`src/rtl/reset_sequencer.sv`:
```
module reset_sequencer #(
  parameter int DATA_W  = 8,
  parameter int SEQ_LEN = 6,
  parameter logic [2*DATA_W-1:0] VEC_LO = 16'h7FFC
) (
  input  logic                clk,
  input  logic                rst_pin_n,
  output logic                halt,
  output logic                set_irq_mask,
  output logic                clr_dec_mode,
  output logic                mem_rd,
  output logic [2*DATA_W-1:0] mem_addr,
  input  logic [DATA_W-1:0]   mem_rdata,
  output logic                pc_load,
  output logic [2*DATA_W-1:0] pc_value
);
  localparam int CNT_W = $clog2(SEQ_LEN);
  localparam logic [CNT_W-1:0] FLAG_STEP = CNT_W'(SEQ_LEN - 3);
  localparam logic [CNT_W-1:0] LO_STEP   = CNT_W'(SEQ_LEN - 2);
  localparam logic [CNT_W-1:0] HI_STEP   = CNT_W'(SEQ_LEN - 1);

  typedef enum logic [1:0] {HELD, BOOT, RUN} state_t;

  state_t            state    = HELD;
  logic [CNT_W-1:0]  step     = '0;
  logic              pin_prev = 1'b0;
  logic [DATA_W-1:0] lo_q     = '0;

  wire low_twice  = !rst_pin_n && !pin_prev;
  wire rise       = rst_pin_n && !pin_prev;
  wire in_boot    = (state == BOOT);
  wire at_lo      = in_boot && (step == LO_STEP);
  wire at_hi      = in_boot && (step == HI_STEP);

  always_ff @(posedge clk) begin
    pin_prev <= rst_pin_n;
    if (low_twice) begin
      state <= HELD;
    end else begin
      case (state)
        HELD: if (rise) begin
          state <= BOOT;
          step  <= '0;
        end
        BOOT: if (step == HI_STEP) state <= RUN;
              else step <= step + 1'b1;
        default: state <= RUN;
      endcase
    end
    if (at_lo) lo_q <= mem_rdata;
  end

  assign halt         = (state != RUN);
  assign set_irq_mask = in_boot && (step == FLAG_STEP);
  assign clr_dec_mode = set_irq_mask;
  assign mem_rd       = at_lo || at_hi;
  assign mem_addr     = at_hi ? VEC_LO + 1'b1 : VEC_LO;
  assign pc_load      = at_hi;
  assign pc_value     = {mem_rdata, lo_q};

  // Warm-up counter: keeps $past-based checks quiet until history exists.
  logic [1:0] age = '0;
  always_ff @(posedge clk) if (age != 2'd2) age <= age + 1'b1;
  wire warm = (age == 2'd2);

  assert_halt_after_two_low_R1: assert property (@(posedge clk) disable iff (!warm)
    (!rst_pin_n && !$past(rst_pin_n)) |=> halt);

  assert_halt_during_boot_R4: assert property (@(posedge clk) disable iff (!warm)
    (set_irq_mask || mem_rd) |-> halt);

  assert_flags_before_load_R5: assert property (@(posedge clk) disable iff (!warm)
    pc_load |-> $past(set_irq_mask, 2));

  assert_low_byte_first_R6: assert property (@(posedge clk) disable iff (!warm)
    (mem_rd && mem_addr == VEC_LO + 1'b1) |-> ($past(mem_rd) && $past(mem_addr) == VEC_LO));

  assert_release_after_load_R7: assert property (@(posedge clk) disable iff (!warm)
    $fell(halt) |-> $past(pc_load));
endmodule

```
`config.mk`:
```
export PLATFORM = sky130hd
export DESIGN_NAME = reset_sequencer
export DESIGN_NICKNAME = d
export VERILOG_FILES = /design/src/rtl/reset_sequencer.sv
export SDC_FILE = /design/constraint.sdc
export NUM_CORES = 1
export LEC_CHECK = 0
export CAP_MARGIN = 20
export CORE_UTILIZATION = 38
export DETAILED_ROUTE_END_ITERATION = 16
export HOLD_SLACK_MARGIN = 0.08
export PLACE_DENSITY = 0.83
export RECOVER_POWER = 25
export SLEW_MARGIN = 0
export SYNTH_ARGS = -nofsm -noshare
export SYNTH_HDL_FRONTEND = slang
export SYNTH_SLANG_ARGS = --single-unit
```
`constraint.sdc`:
```
create_clock -name clk -period 2.25 [get_ports clk]
set_input_delay 0.675 -clock clk [delete_from_list [all_inputs] [get_ports clk]]
set_output_delay 0.675 -clock clk [all_outputs]
set_load 0.02 [all_outputs]
```
Yosys cells after proc, flatten, opt, wreduce, memory -nomap -nowiden
Cells that the tools add are included.
{"block": "classes", "addsub": 1, "n_eq_ne": 8, "mux": 7, "n_bitwise": 1, "reduce_logical": 12}
{"operator": "$eq 3x3->1 const B", "n": 2}
{"operator": "$mux 3", "n": 2}
{"operator": "$ne 2x2->1 const B", "n": 3}
{"operator": "$pmux 3 s2", "n": 1}
{"operator": "$logic_and 1x1->1", "n": 5}
{"operator": "$mux 2", "n": 2}
{"operator": "$pmux 2 s2", "n": 1}
{"operator": "$reduce_and 4->1", "n": 1}
{"operator": "$add 3x1->3 const B", "n": 1}
{"operator": "$eq 3x2->1 const B", "n": 1}
{"operator": "$eq 2x1->1 const B", "n": 1}
{"operator": "$logic_not 1->1", "n": 2}
{"operator": "$logic_not 2->1", "n": 1}
{"operator": "$ne 2x1->1 const B", "n": 1}
{"operator": "$reduce_and 2->1", "n": 1}
{"operator": "$reduce_bool 2->1", "n": 1}
{"operator": "$logic_or 1x1->1", "n": 1}
{"operator": "$mux 1", "n": 1}
{"operator": "$not 1->1", "n": 1}
{"block": "totals", "reg_bits": 14, "input_bits": 10, "output_inout_bits": 37, "word_cells": 33}

Longest topological paths before layout
Gate-level depths: netlist (run 1).
{"block": "depth", "depth_word": 4, "mapped_depth": 4, "ltp_nobuf": 4}

Least setup slack after synthesis (run 1)
OpenSTA, ideal clock, no wires.
{"block": "synth_timing", "path_kind": "reg2out", "start": "reg step[0]", "end": "out set_irq_mask", "t_arrival_ns": 1.165, "required_time_ns": 1.575, "slack_ns": 0.410, "path_stages_with_launch": 5, "n_path_buf": 1, "cell_sequence": "edfxtp_1 > ha_1 > ha_1 > and2_1 > buf_4"}
{"block": "synth_via", "elab_chain_len": 2}
{"item": "start: declaration", "line_no": "25", "source": "logic [CNT_W-1:0] step = '0;"}
{"item": "start signal: assignment", "line_no": "46", "source": "else step <= step + 1'b1;"}
{"item": "$eq 3x2->1", "line_no": "54", "source": "assign set_irq_mask = in_boot && (step == FLAG_STEP);"}
{"item": "$logic_and 1x1->1", "line_no": "54"}
{"item": "end: declaration", "line_no": "9", "source": "output logic set_irq_mask,"}
No other way between the ends.

Final worst setup path (run 1)
{"block": "layout_timing", "start": "in mem_rdata[4]", "end": "out pc_value[12]"}
{"item": "start: declaration", "line_no": "13", "source": "input logic [DATA_W-1:0] mem_rdata,"}
{"item": "end: declaration", "line_no": "15", "source": "output logic [2*DATA_W-1:0] pc_value"}
No word-level cell between the ends.

==> results of run 1 <==
==> Yosys cell counts (all sizes together) <==
library cell	number	share of area
and2	2	0.017
and3	3	0.025
buf	25	0.25
conb	2	0.010
dfxtp	3	0.081
edfxtp	11	0.45
ha	4	0.067
inv	3	0.015
mux2i	1	0.013
nand2b	2	0.017
nor2	3	0.015
nor2b	1	0.0084
nor3	3	0.020
o22a	1	0.012
==> metrics by stage <==
step                instances  area, um2
finish                    115        978
global route              115        978
CTS                       115        985
detailed placement        110        960
global placement          110        960
floorplan                  77        791
==> path summary, 6_finish.rpt <==
kind,slack (ps),cells past startpoint,to
min reg2reg,540,1,state[1]
min,540,1,state[1]
max,70,2,pc_value[12]
max reg2reg,680,3,step[1]
==> layout by cell type (no fill, tap or decap), drive strengths merged <==
cell / netlist / final
and2: 2 / 2
and3: 3 / 3
buf: 25 / 6
clkbuf: 0 / 4
clkdlybuf4s50: 0 / 17
conb: 2 / 15
dfxtp: 3 / 3
dlygate4sd2: 0 / 10
dlygate4sd3: 0 / 1
edfxtp: 11 / 11
ha: 4 / 4
inv: 3 / 3
mux2i: 1 / 1
nand2b: 2 / 2
nor2: 3 / 3
nor2b: 1 / 1
nor3: 3 / 3
o22a: 1 / 1
==> cells by family after synthesis <==
kind of cell	count (synthesis)	share of synthesized area
AOI/OAI and AO/OA	1	0.0118
adders and majority gates	4	0.0675
buffers and inverters	28	0.268
DFF	14	0.526
muxes	1	0.0135
other	2	0.0101
and+or+nand+nor	14	0.103
==> power by group through the flow <==
stage          Combinational, mW  Sequential, mW  Clock (mW)
2_1_floorplan              0.241           0.433           0
3_3_place_gp               0.363           0.415           0
3_5_place_dp               0.378           0.422           0
4_1_cts                    0.383           0.411       0.182
5_1_grt                    0.413           0.419       0.197
6_report                   0.371           0.410       0.180
==> registers in the layout, summed over array words and instances, names as in the netlist <==
signal,flops
step,3
state,2
lo_q,8
pin_prev,1
==> routing by layer <==
metal  track usage  vias to the layer above
li1              -                      227
met1        0.0878                      205
met2         0.237                       35
met3        0.0549                        4
met4         0.106                        0
met5             0                        -
==> what timing repair did <==
item | CTS | global route
endpoints found under the hold margin | 0 | 0
setup endpoints to repair | 13 | 1
setup buffers | 1 | 0
gates resized for setup | 23 | 1
==> cell type report <==
type,instances,area [um2]
Clock buffer,4,36.3
Fill cell,172,805
Inverter,3,11.3
Multi-Input combinational cell,35,204
Sequential cell,14,390
Tap cell,25,31.3
Timing Repair Buffer,34,305
==> run_results.csv, run 1 <==
group,metric,value,unit
run_status,status,"finished clean",
clock_network,cts_root_buf,"clkbuf_4",
cells_and_area,syn2layout_area_growth,31.9,%
sta,setup_viol,0,
clock_network,numCtsBuffers,3,
route,wl_met2,606,um
sta,fin_hold_ws,537,ps
clock_network,cts_buffer_depth,2,
route,dr.pass1.iters,1,
power_and_ir_drop,internal_power,0.624,mW
sta,min_period_over_period,0.968,
global_route,grtUsageTotal,0.124,
synthesis,syn_inst,64,
route,drc,0,
clock_network,cts_tree,"yes",
synthesis,yosysUniqueCellTypes,14,
sta,final_max_slew_viol_count,0,
worst_setup_path,cp_max_fo,2,
synthesis,ys_seq_area_frac,0.526,
die,die_area,2130,um2
power_and_ir_drop,power_density,983,nW/um2
synthesis,netlist_area,742,um2
worst_setup_path,worst-path-buf-inv,2,
power_and_ir_drop,netSwitchingFraction,0.351,
clock_network,htree_levels,1,
worst_hold_path,hp-start,"pin_prev",
power_and_ir_drop,power_frac_clock,0.188,
route,via_per_inst,4.10,
sta,hold_viol,0,
route,routedWlPerCell,10.3,um
job,cap_violations,0,
worst_setup_path,cp-end-kind,"primary output",
die,floorplan.rows,15,
cells_and_area,drive_gt1_frac,0.122,
place,hpwl,989,um
place,io_buffers,31,
route,wl_met3,146,um
cells_and_area,num-nets-final,105,
power_and_ir_drop,switchingPower,0.338,mW
sta,fin_ws,72.0,ps
sta,period_minus_slack,2180,ps
clock_network,clk_pin_slew_worst_paths,90,ps
global_route,grt_pass1_wl,1.69,mm
die,core-area,1780,um2
sta,max_freq,459,MHz
synthesis,ys_seq_elements,14,
clock_network,clk_latency,280,ps
die,num_io_pins,47,
sta,tns,0,ps
worst_setup_path,crit_type,"in -> out",
route,vias,471,
worst_setup_path,cp.required,1570,ps
worst_setup_path,startpoint_type,"input pin",
route,drt-initial-drc-count,0,
power_and_ir_drop,ir_worst_vdd,0.433,mV
die,initial_utilization,0.416,
route,ant_nets,0,
global_route,grt_max_degree,9,
power_and_ir_drop,p_comb_frac,0.386,
worst_hold_path,min_path_type,"reg -> reg",
place,place_congestion,0.655,
clock_network,cts.sinks,14,
synthesis,syn_area_per_cell,11.6,um2
sta,finClkSkew,5.36,ps
sta,rsz0062_at_grt,"no",
clock_network,hold_buffers,0,
route,wl,1.18,mm
place,post-place-ws,-213,ps
cells_and_area,utilization,0.549,
cells_and_area,n_antenna_cell,0,
worst_setup_path,crit_path_cell_trace,"clkdlybuf4s50_1 -> dlygate4sd2_1",
worst_setup_path,critPathTopFamily,"buffers and inverters",
die,chipHeight,46.2,um
worst_setup_path,arrival,1500,ps
worst_setup_path,cp-startpoint,"mem_rdata[4]",
worst_setup_path,max_stage_delay,490,ps
synthesis,yosysWarnings,0,
global_route,antenna_found_initial,0,
power_and_ir_drop,p_total,0.961,mW
power_and_ir_drop,seqPwrFrac,0.427,
route,wl_met1,397,um
route,route.top_layer_used,"met4",
global_route,grt_pass1_vias,421,
die,die_x,46.2,um
global_route,overflow,0,
worst_setup_path,crit-reg2reg-launch,"step[0]",
power_and_ir_drop,leakagePower,0.455,nW
worst_setup_path,cp_slowest_cell,"clkdlybuf4s50_1",
Note: power is estimated with default switching activity, not from simulation.
==> run 2: changes to the inputs <==
CAP_MARGIN = 25   (was 20)
==> results of run 2 <==
Final layout, timing and power as in run 1 (identical DEF).
